--- src/rtl/xbus_pkg.sv ---
package xbus_pkg;

  typedef enum logic [1:0] {
    ST_READY = 2'd0,
    ST_GAP   = 2'd1,
    ST_ACC   = 2'd2
  } bus_st_e;

  // packed MSB first: field order is the register bit order
  typedef struct packed {
    logic       gap_rr;     // bit 7
    logic       gap_wr;     // bit 6
    logic       brom_en;    // bit 5
    logic       brst_slow;  // bit 4
    logic       brst_long;  // bit 3
    logic [2:0] spare;      // bits 2..0
  } bus_cfg_t;

  localparam logic [7:0] CFG_RST = 8'hD0;

endpackage

--- src/rtl/xbus_cfg.sv ---
module xbus_cfg
  import xbus_pkg::*;
(
  input  logic       clk,
  input  logic       rst_n,
  input  logic       we,
  input  logic [7:0] wdata,
  output bus_cfg_t   cfg
);

  bus_cfg_t cfg_q;
  bus_cfg_t cfg_d;

  always_comb begin
    cfg_d = cfg_q;
    if (we) cfg_d = bus_cfg_t'(wdata);
  end

  always_ff @(posedge clk or negedge rst_n) begin
    if (!rst_n) cfg_q <= bus_cfg_t'(CFG_RST);
    else if (we) cfg_q <= cfg_d;
  end

  assign cfg = cfg_q;

endmodule

--- src/rtl/xbus_hist.sv ---
module xbus_hist #(
  parameter int AREA_W = 3,
  parameter int ADDR_W = 8,
  parameter int CNT_W  = 4
) (
  input  logic              clk,
  input  logic              rst_n,
  input  logic              accept,
  input  logic              done,
  input  logic              in_write,
  input  logic [AREA_W-1:0] in_area,
  input  logic [ADDR_W-1:0] in_addr,
  input  logic              in_elig,
  input  logic              in_short,
  output logic              prev_valid,
  output logic              prev_write,
  output logic [AREA_W-1:0] prev_area,
  output logic [ADDR_W-1:0] prev_addr,
  output logic              burst_live,
  output logic [CNT_W-1:0]  burst_cnt
);

  // pending copy of the access in flight
  logic              pw_q, pe_q, ps_q;
  logic [AREA_W-1:0] pa_q;
  logic [ADDR_W-1:0] pd_q;

  // committed history
  logic              hv_q, hw_q, bl_q;
  logic [AREA_W-1:0] ha_q;
  logic [ADDR_W-1:0] hd_q;
  logic [CNT_W-1:0]  bc_q;

  logic              bl_d;
  logic [CNT_W-1:0]  bc_d;

  always_comb begin
    bl_d = 1'b0;
    bc_d = '0;
    if (pe_q) begin
      bl_d = 1'b1;
      bc_d = ps_q ? bc_q + CNT_W'(1) : CNT_W'(1);
    end
  end

  always_ff @(posedge clk or negedge rst_n) begin
    if (!rst_n) begin
      pw_q <= 1'b0;
      pe_q <= 1'b0;
      ps_q <= 1'b0;
      pa_q <= '0;
      pd_q <= '0;
    end else if (accept) begin
      pw_q <= in_write;
      pe_q <= in_elig;
      ps_q <= in_short;
      pa_q <= in_area;
      pd_q <= in_addr;
    end
  end

  always_ff @(posedge clk or negedge rst_n) begin
    if (!rst_n) begin
      hv_q <= 1'b0;
      hw_q <= 1'b0;
      ha_q <= '0;
      hd_q <= '0;
      bl_q <= 1'b0;
      bc_q <= '0;
    end else if (done) begin
      hv_q <= 1'b1;
      hw_q <= pw_q;
      ha_q <= pa_q;
      hd_q <= pd_q;
      bl_q <= bl_d;
      bc_q <= bc_d;
    end
  end

  assign prev_valid = hv_q;
  assign prev_write = hw_q;
  assign prev_area  = ha_q;
  assign prev_addr  = hd_q;
  assign burst_live = bl_q;
  assign burst_cnt  = bc_q;

endmodule

--- src/rtl/xbus_plan.sv ---
module xbus_plan
  import xbus_pkg::*;
#(
  parameter int AREA_W    = 3,
  parameter int ADDR_W    = 8,
  parameter int CNT_W     = 4,
  parameter int LEN_W     = 2,
  parameter int BASIC_ST  = 3,
  parameter int BURST_SH  = 4,
  parameter int BURST_LG  = 8
) (
  input  bus_cfg_t          cfg,
  input  logic              req_write,
  input  logic [AREA_W-1:0] req_area,
  input  logic [ADDR_W-1:0] req_addr,
  input  logic              prev_valid,
  input  logic              prev_write,
  input  logic [AREA_W-1:0] prev_area,
  input  logic [ADDR_W-1:0] prev_addr,
  input  logic              burst_live,
  input  logic [CNT_W-1:0]  burst_cnt,
  output logic              need_gap,
  output logic              elig,
  output logic              use_short,
  output logic [LEN_W-1:0]  acc_len
);

  localparam logic [ADDR_W-1:0] MASK_SH = ~ADDR_W'(BURST_SH - 1);
  localparam logic [ADDR_W-1:0] MASK_LG = ~ADDR_W'(BURST_LG - 1);

  logic              wr_gap, rr_gap, same_blk, under_lim;
  logic [ADDR_W-1:0] blk_mask;
  logic [CNT_W-1:0]  limit;

  always_comb begin
    wr_gap    = cfg.gap_wr && prev_write;
    rr_gap    = cfg.gap_rr && !prev_write && (prev_area != req_area);
    need_gap  = prev_valid && !req_write && (wr_gap || rr_gap);

    blk_mask  = cfg.brst_long ? MASK_LG : MASK_SH;
    limit     = cfg.brst_long ? CNT_W'(BURST_LG) : CNT_W'(BURST_SH);
    same_blk  = ((req_addr ^ prev_addr) & blk_mask) == '0;
    under_lim = burst_cnt < limit;

    elig      = cfg.brom_en && !req_write && (req_area == '0);
    use_short = elig && !need_gap && burst_live && (prev_area == '0) &&
                same_blk && under_lim;

    if (use_short) acc_len = cfg.brst_slow ? LEN_W'(2) : LEN_W'(1);
    else           acc_len = LEN_W'(BASIC_ST);
  end

endmodule

--- src/rtl/xbus_fsm.sv ---
module xbus_fsm
  import xbus_pkg::*;
#(
  parameter int LEN_W = 2
) (
  input  logic             clk,
  input  logic             rst_n,
  input  logic             req_valid,
  input  logic             req_write,
  input  logic             need_gap,
  input  logic [LEN_W-1:0] acc_len,
  output logic             accept,
  output logic             done,
  output logic             busy,
  output logic             idle_cyc,
  output logic             cs_n,
  output logic             rd_n,
  output logic             wr_n
);

  bus_st_e          st_q, st_d;
  logic [LEN_W-1:0] rem_q, rem_d;
  logic             wr_q, wr_d;
  logic             rem_en;

  assign accept = req_valid && (st_q == ST_READY);
  assign done   = (st_q == ST_ACC) && (rem_q == LEN_W'(1));

  always_comb begin
    st_d   = st_q;
    rem_d  = rem_q;
    wr_d   = wr_q;
    rem_en = 1'b0;
    unique case (st_q)
      ST_READY: if (accept) begin
        st_d   = need_gap ? ST_GAP : ST_ACC;
        rem_d  = acc_len;
        wr_d   = req_write;
        rem_en = 1'b1;
      end
      ST_GAP: st_d = ST_ACC;
      ST_ACC: begin
        rem_d  = rem_q - LEN_W'(1);
        rem_en = 1'b1;
        if (done) st_d = ST_READY;
      end
      default: st_d = ST_READY;
    endcase
  end

  always_ff @(posedge clk or negedge rst_n) begin
    if (!rst_n) st_q <= ST_READY;
    else        st_q <= st_d;
  end

  always_ff @(posedge clk or negedge rst_n) begin
    if (!rst_n) begin
      rem_q <= '0;
      wr_q  <= 1'b0;
    end else if (rem_en) begin
      rem_q <= rem_d;
      wr_q  <= wr_d;
    end
  end

  assign busy     = (st_q != ST_READY);
  assign idle_cyc = (st_q == ST_GAP);
  assign cs_n     = !(st_q == ST_ACC);
  assign rd_n     = !((st_q == ST_ACC) && !wr_q);
  assign wr_n     = !((st_q == ST_ACC) && wr_q);

endmodule

--- src/rtl/xbus_seq.sv ---
module xbus_seq
  import xbus_pkg::*;
#(
  parameter int AREA_W   = 3,
  parameter int ADDR_W   = 8,
  parameter int BASIC_ST = 3,
  parameter int BURST_SH = 4,
  parameter int BURST_LG = 8
) (
  input  logic              clk,
  input  logic              rst_n,
  input  logic              req_valid,
  input  logic              req_write,
  input  logic [AREA_W-1:0] req_area,
  input  logic [ADDR_W-1:0] req_addr,
  input  logic              cfg_we,
  input  logic [7:0]        cfg_wdata,
  output logic [7:0]        cfg_rdata,
  output logic              cs_n,
  output logic              rd_n,
  output logic              wr_n,
  output logic              busy,
  output logic              idle_cyc
);

  localparam int LEN_W = $clog2(BASIC_ST + 1);
  localparam int CNT_W = $clog2(BURST_LG + 1);

  logic rst_meta_q, rst_sync_n;

  always_ff @(posedge clk or negedge rst_n) begin
    if (!rst_n) begin
      rst_meta_q <= 1'b0;
      rst_sync_n <= 1'b0;
    end else begin
      rst_meta_q <= 1'b1;
      rst_sync_n <= rst_meta_q;
    end
  end

  bus_cfg_t          cfg;
  logic              prev_valid, prev_write, burst_live;
  logic [AREA_W-1:0] prev_area;
  logic [ADDR_W-1:0] prev_addr;
  logic [CNT_W-1:0]  burst_cnt;
  logic              need_gap, elig, use_short, accept, done;
  logic [LEN_W-1:0]  acc_len;

  xbus_cfg u_cfg (
    .clk   (clk),
    .rst_n (rst_sync_n),
    .we    (cfg_we),
    .wdata (cfg_wdata),
    .cfg   (cfg)
  );

  assign cfg_rdata = cfg;

  xbus_plan #(
    .AREA_W(AREA_W), .ADDR_W(ADDR_W), .CNT_W(CNT_W), .LEN_W(LEN_W),
    .BASIC_ST(BASIC_ST), .BURST_SH(BURST_SH), .BURST_LG(BURST_LG)
  ) u_plan (
    .cfg        (cfg),
    .req_write  (req_write),
    .req_area   (req_area),
    .req_addr   (req_addr),
    .prev_valid (prev_valid),
    .prev_write (prev_write),
    .prev_area  (prev_area),
    .prev_addr  (prev_addr),
    .burst_live (burst_live),
    .burst_cnt  (burst_cnt),
    .need_gap   (need_gap),
    .elig       (elig),
    .use_short  (use_short),
    .acc_len    (acc_len)
  );

  xbus_fsm #(.LEN_W(LEN_W)) u_fsm (
    .clk       (clk),
    .rst_n     (rst_sync_n),
    .req_valid (req_valid),
    .req_write (req_write),
    .need_gap  (need_gap),
    .acc_len   (acc_len),
    .accept    (accept),
    .done      (done),
    .busy      (busy),
    .idle_cyc  (idle_cyc),
    .cs_n      (cs_n),
    .rd_n      (rd_n),
    .wr_n      (wr_n)
  );

  xbus_hist #(.AREA_W(AREA_W), .ADDR_W(ADDR_W), .CNT_W(CNT_W)) u_hist (
    .clk        (clk),
    .rst_n      (rst_sync_n),
    .accept     (accept),
    .done       (done),
    .in_write   (req_write),
    .in_area    (req_area),
    .in_addr    (req_addr),
    .in_elig    (elig),
    .in_short   (use_short),
    .prev_valid (prev_valid),
    .prev_write (prev_write),
    .prev_area  (prev_area),
    .prev_addr  (prev_addr),
    .burst_live (burst_live),
    .burst_cnt  (burst_cnt)
  );

endmodule

--- config.mk ---
export PLATFORM = sky130hd
export DESIGN_NAME = xbus_seq
export DESIGN_NICKNAME = d
export VERILOG_FILES = /design/src/rtl/xbus_pkg.sv /design/src/rtl/xbus_cfg.sv /design/src/rtl/xbus_hist.sv /design/src/rtl/xbus_plan.sv /design/src/rtl/xbus_fsm.sv /design/src/rtl/xbus_seq.sv
export SDC_FILE = /design/constraint.sdc
export NUM_CORES = 1
export LEC_CHECK = 0
export ABC_AREA = 1
export CORE_UTILIZATION = 40
export DETAILED_ROUTE_END_ITERATION = 7
export GPL_TIMING_DRIVEN = 1
export PLACE_DENSITY_LB_ADDON = 0.1
export SETUP_SLACK_MARGIN = 0.5
export SLEW_MARGIN = 20
export SYNTH_ARGS = -nofsm -noshare
export SYNTH_HDL_FRONTEND = slang
export SYNTH_SLANG_ARGS = --single-unit
--- constraint.sdc ---
create_clock -name clk -period 2.1 [get_ports clk]
set_clock_uncertainty 0.05 [all_clocks]
set_input_delay 0.315 -clock clk [delete_from_list [all_inputs] [get_ports clk]]
set_output_delay 0.315 -clock clk [all_outputs]
set_load 0.02 [all_outputs]
Word level (Yosys, flattened, before mapping):

Index checks and enable logic that the tools add are counted.

* word-level logic and storage cells: 81
* bits of input ports: 24
* flip-flop bits (word level): 47
* output and inout bits: 13

* $lt $le $gt $ge: 1
* reduce and logical (&&, ||, !) cells: 33
* bitwise gates (word level): 2
* multiplexer cells: 15
* add/subtract/negate cells: 2
* eq/ne operators: 6

Operators by type and width (count)
* logical AND 1 bit: 16
* 2-to-1 mux 2 bit: 6
* 2-to-1 mux 4 bit: 3
* bitwise AND 8 bit: 1
* logical NOT 8 bit: 1
* XOR 8 bit: 1
* logical NOT 1 bit: 7
* logical NOT 3 bit: 2
* one-hot mux 2 bit (3 select lines): 1
* AND reduction 3 bit: 2
* adder 4 x 1 -> 4 bit (second input constant): 1
* equality test 2 x 1 -> 1 bit (second input constant): 2
* less-than comparator 4 bit: 1
* != test 2 bit (second input constant): 2
* one-hot mux 2 bit (2 select lines): 1
* nonzero test 2 bit: 2
* 2-to-1 mux 3 bit: 1
* != test 3 bit: 1
* equality test 2 bit (second input constant): 1
* logical NOT 2 bit: 1
* 2-to-1 mux 1 bit: 2
* one-hot mux 1 bit (2 select lines): 1
* AND reduction 2 bit: 1
* subtractor 2 x 1 -> 2 bit (second input constant): 1
* logical OR 1 bit: 1

Longest topological paths before layout:

* depth in word-level cells: 14
* gate-level depth with buffers: 10
* depth with buffers taken out: 10

Cells and area by module:

A second synthesis with hierarchy kept.

* cell total of the unflattened synthesis: 275
* area, all modules: 2213.4 µm²

By module, submodules not included
* xbus_hist: seq. area each 800.8 µm², cells an instance 125, area an instance 1251.2 µm², instances 1
* xbus_plan: seq. area each 0.0 µm², cells an instance 74, area an instance 317.8 µm², instances 1
* xbus_cfg: seq. area each 203.9 µm², cells an instance 34, area an instance 309.0 µm², instances 1
* xbus_fsm: seq. area each 125.1 µm², cells an instance 39, area an instance 281.5 µm², instances 1
* xbus_seq: seq. area each 50.0 µm², cells an instance 3, area an instance 53.8 µm², instances 1

Worst setup path before layout:

OpenSTA, ideal clock, no wires.

* path kind: register to register
* start point: reg u_cfg.cfg_q (netlist bit u_cfg.cfg[3])
* end point: reg u_fsm.rem_q[1]
* buffers on the path: 0
* required time: 1930 ps
* setup time: 120 ps
* stages on the path, launching flop included: 9
* arrival time: 1281 ps
* setup slack: 649 ps
* period minus slack after synthesis: 1451 ps
* path through: dfrtp_1 inv_2 ha_1 o21ai_0 nand4_1 nor2_1 nand2_1 o21ai_1 nand2_1

* cells in the longest elaborated chain, start to end: 8
* elaborated cells between the ends (all ways): 10
* classes of those cells: 1 x order compare; 5 x mux; 1 x bitwise; 3 x reduce/logical

RTL lines
* from (decl): RTL line xbus_cfg.sv:11 `bus_cfg_t cfg_q;`
* from (signal assigned): RTL line xbus_cfg.sv:20 `if (!rst_n) cfg_q <= bus_cfg_t'(CFG_RST);`
* from (signal assigned): RTL line xbus_cfg.sv:21 `else if (we) cfg_q <= cfg_d;`
* 2-to-1 mux 3 bit: RTL line xbus_plan.sv:40 `blk_mask = cfg.brst_long ? MASK_LG : MASK_SH;`
* bitwise AND 8 bit: RTL line xbus_plan.sv:42 `same_blk = ((req_addr ^ prev_addr) & blk_mask) == '0;`
* logical NOT 8 bit: RTL line xbus_plan.sv:42
* logical AND 1 bit: RTL line xbus_plan.sv:46 `use_short = elig && !need_gap && burst_live && (prev_area == '0) &&`
* logical AND 1 bit (*): RTL line xbus_plan.sv:47 `same_blk && under_lim;`
* 2-to-1 mux 2 bit (*): RTL line xbus_plan.sv:49 `if (use_short) acc_len = cfg.brst_slow ? LEN_W'(2) : LEN_W'(1);`
* 2-to-1 mux 2 bit (*): RTL line xbus_fsm.sv:35 `ST_READY: if (accept) begin`
* one-hot mux 2 bit (2 select lines) (*): RTL line xbus_fsm.sv:34 `unique case (st_q)`
* to (signal assigned): RTL line xbus_fsm.sv:61 `rem_q <= rem_d;`
* to (decl): RTL line xbus_fsm.sv:22 `logic [LEN_W-1:0] rem_q, rem_d;`

Mark *: on every way between the ends. The rest lies on a longest branch, timed or not. The select of a mux whose other input is x is not followed.
A chain may end at the register's enable or synchronous reset.

Worst setup path in the final report:

* start point: reg u_fsm.st_q[1]
* end point: out cs_n

* cells in the longest elaborated chain, start to end: 2

RTL lines
* from (decl): RTL line xbus_fsm.sv:21 `bus_st_e st_q, st_d;`
* from (signal assigned): RTL line xbus_fsm.sv:53 `else st_q <= st_d;`
* equality test 2 bit: RTL line xbus_fsm.sv:68 `assign cs_n = !(st_q == ST_ACC);`
* logical NOT 1 bit: RTL line xbus_fsm.sv:68
* to (decl): RTL line xbus_seq.sv:19 `output logic cs_n,`

Every way passes these cells.

==> run metrics <==
outcome=completed; IO Port Bufs=34; R2R depth=6; DR iter-0 viols=40; Via Count=about 1.5k; Final GP Congestion=0.6975; Fillers=between 400 and 500; dpl ws=about 0.32 ns; crit path time final=1.547 ns; critical path fanouts, max=6; # placed instances=between 300 and 400; fin util=55.08%; Critical path destination=cs_n; die width=approximately 71 µm; final setup vio count=0; worst r2r src=u_fsm.rem_q[1]$_DFFE_PN0P_; Yosys warning count=0; DRC=0; clk_lat worst skew=about 0.29 ns; crit path kind=reg2out; Antenna Violating Nets Remaining=0; worst-margin pin slew=0.5243 ns; Final WS setup=about 0.55 ns; Static Leak=0.001257 µW; Longest Clk Path Bufs=2; syn_nets=around 250; post-route cell area=~2500 µm²; MaxCap Viol Count=0; syn_area_per_cell=roughly 8.8 µm²; setup TNS=0 ns; Tightest Hold Check Type=in2async; core area=4504 µm²; CP Data Required Time=approximately 1.7 ns; Area contributors post-synth=dfrtp_1 (52%), nand2_1 (13%), inv_1 (5.1%), o21ai_1 (4.9%), dfstp_2 (4.1%); startpoint types=flip-flop; vias in the first global route=1397; top cells by count, synth=nand2_1 (66), dfrtp_1 (40), inv_1 (26), o21ai_1 (19), nor2_1 (15); Via density=4.759; Netlist Area Pre-Place=between 1500 and 2000 µm²; All-Layer GR Usage=16.31%; area leader, netlist=dfrtp_1; Synth async-reset ratio=100.0%; f_max=between 600 and 700 MHz; clock root cell=clkbuf_8; initial antenna violation count=0; pwr dens=1144 nW/µm²; Net count, final=290; Inserted Clock Buffers=5; H-tree Lvls=2; fin cells=316; CP arrival=1.18 ns; number of flops mapped to enable cells by yosys=0; Syn Inst Count=220; share of cells above drive strength 1=~14%; area share of the leading cell type in the synthesized netlist=51.91%; largest net degree at the start of global routing=31; Final Max Tran Viols=0; clk sinks=43; reg2reg end=u_hist.burst_cnt[0]$_DFFE_PN0P_; final hold vios=0; Die ar.=5102 µm²; CTS Hold Bufs=0; remaining global-route overflow=0; main flop type after synthesis=dfrtp_1; maximum vdd drop=between 0.0005 and 0.0006 V; setup slack, reg-to-reg=0.59 ns; P&R area growth vs syn=28.68%; io pins=37; most common cell in the netlist=nand2_1; Post-DP Area=around 2300 µm²; drt wl/cell=11.78 µm; WL final=3723 µm; starting density of the core=42.81%; RSZ-0062 raised after global routing=true; Crit. Startpoint=u_fsm.st_q[1]$_DFFE_PN0P_; first-pass GRT wire length=6279 µm; crit share post-route=73.69%; library cells used by synthesis=27; num rows=24; CTS tree=yes; crit end category=output port; synthesized flop and latch total=43; Worst-path clk slew=0.08 ns; drt pass-1 iters=4; half-perimeter wire length after placement=2643 µm; Slew HR=65.05%; Antenna Cells=0; post-synthesis sequential area ratio=56.00%; Die Ht=71.43 µm
-- sequential cells by signal (all words and copies together) (netlist names), 2 cells and up --
register	flops
u_cfg.cfg	8
u_hist.pd_q	6
u_hist.prev_addr	6
u_hist.burst_cnt	4
u_hist.pa_q	3
u_hist.prev_area	3
u_fsm.rem_q	2
u_fsm.st_q	2
-- worst min path at each step --
stage / start / end / slack, ns / cells past startpoint
after floorplan: rst_n / rst_meta_q$_DFF_PN0_ / -0.03 / 0
after global placement: rst_sync_n$_DFF_PN0_ / u_hist.pa_q[1]$_DFFE_PN0P_ / 0.19 / 0
after detailed placement: rst_sync_n$_DFF_PN0_ / u_hist.pa_q[1]$_DFFE_PN0P_ / 0.19 / 0
after CTS: rst_n / rst_meta_q$_DFF_PN0_ / 0.11 / 1
after global routing: rst_n / rst_sync_n$_DFF_PN0_ / 0.12 / 1
final: rst_n / rst_sync_n$_DFF_PN0_ / 0.12 / 1
-- per-layer routing --
metal	up-vias	global-route usage [%]	routed length [µm]
li1	777	-	-
met1	695	23.18	1915
met2	27	24.02	1618
met3	5	3.516	137
met4	0	7.333	52
met5	-	0	0
-- per-stage QoR --
stage / hold slack (ns) / power (µW)
floorplan: -0.03059 / 1900
global placement: 0.1907 / 2194
detailed placement: 0.1852 / 2212
CTS: 0.1110 / 2872
global route: 0.1180 / 3075
finish: 0.1220 / 2839
-- placed cells by master (no fill, tap or decap), types with 3 or more instances in the layout --
cell	Yosys	final
clkdlybuf4s50_1	0	18
o21ai_0	13	12
dfrtp_1	40	40
dfstp_2	3	3
clkbuf_8	0	6
mux2_2	4	4
xnor2_1	3	3
nand3_1	6	6
o21ai_1	19	20
dlymetal6s2s_1	0	3
inv_1	26	25
dlygate4sd2_1	0	8
nor2_1	15	14
buf_4	1	4
nand2_1	66	66
inv_2	5	6
-- what timing repair did --
item                                    4_1_cts  5_1_grt
endpoints found under the hold margin         0        0
gates resized for setup                      19       13
endpoints found under the setup margin       13        8
pin swaps                                     2        9
buffers inserted                              1        2
-- final cells by class --
class	count	area [µm²]	share of cell area, %
sequential	43	1080	43.52
multi-input combinational	142	728.2	29.35
timing repair buffer	39	367.9	14.83
inverter	32	122.6	4.942
clock buffer	6	82.58	3.328
tap	52	65.06	2.622
clock inverter	2	35.03	1.412
-- critical path, cell delays in order, from the launching register on --
cell	delay (ns)
dfrtp_1	0.40
inv_2	0.09
nor2_4	0.05
inv_2	0.15
clkbuf_2	0.20
-- report_power, final --
group	leakage (µW)	internal, µW	switching [µW]
clock	0.0000612	385	277
combinational	0.000664	373	597
sequential	0.000532	1070	137
total	0.00126	1830	1010
-- cells by family (layout without fill, tap and decap cells) --
family,count (synthesis),after routing,share of synthesized area (%)
XOR/XNOR,4,4,1.817
adder cells (fa/ha/maj),3,3,1.947
AND/OR/NAND/NOR,93,93,20.44
other,1,1,0.1945
multiplexers,4,4,2.336
AO/OA/AOI/OAI,37,37,9.994
flip-flops,43,43,56.00
buffers and inverters,35,79,7.268
Note: power is estimated with default switching activity, not from simulation.
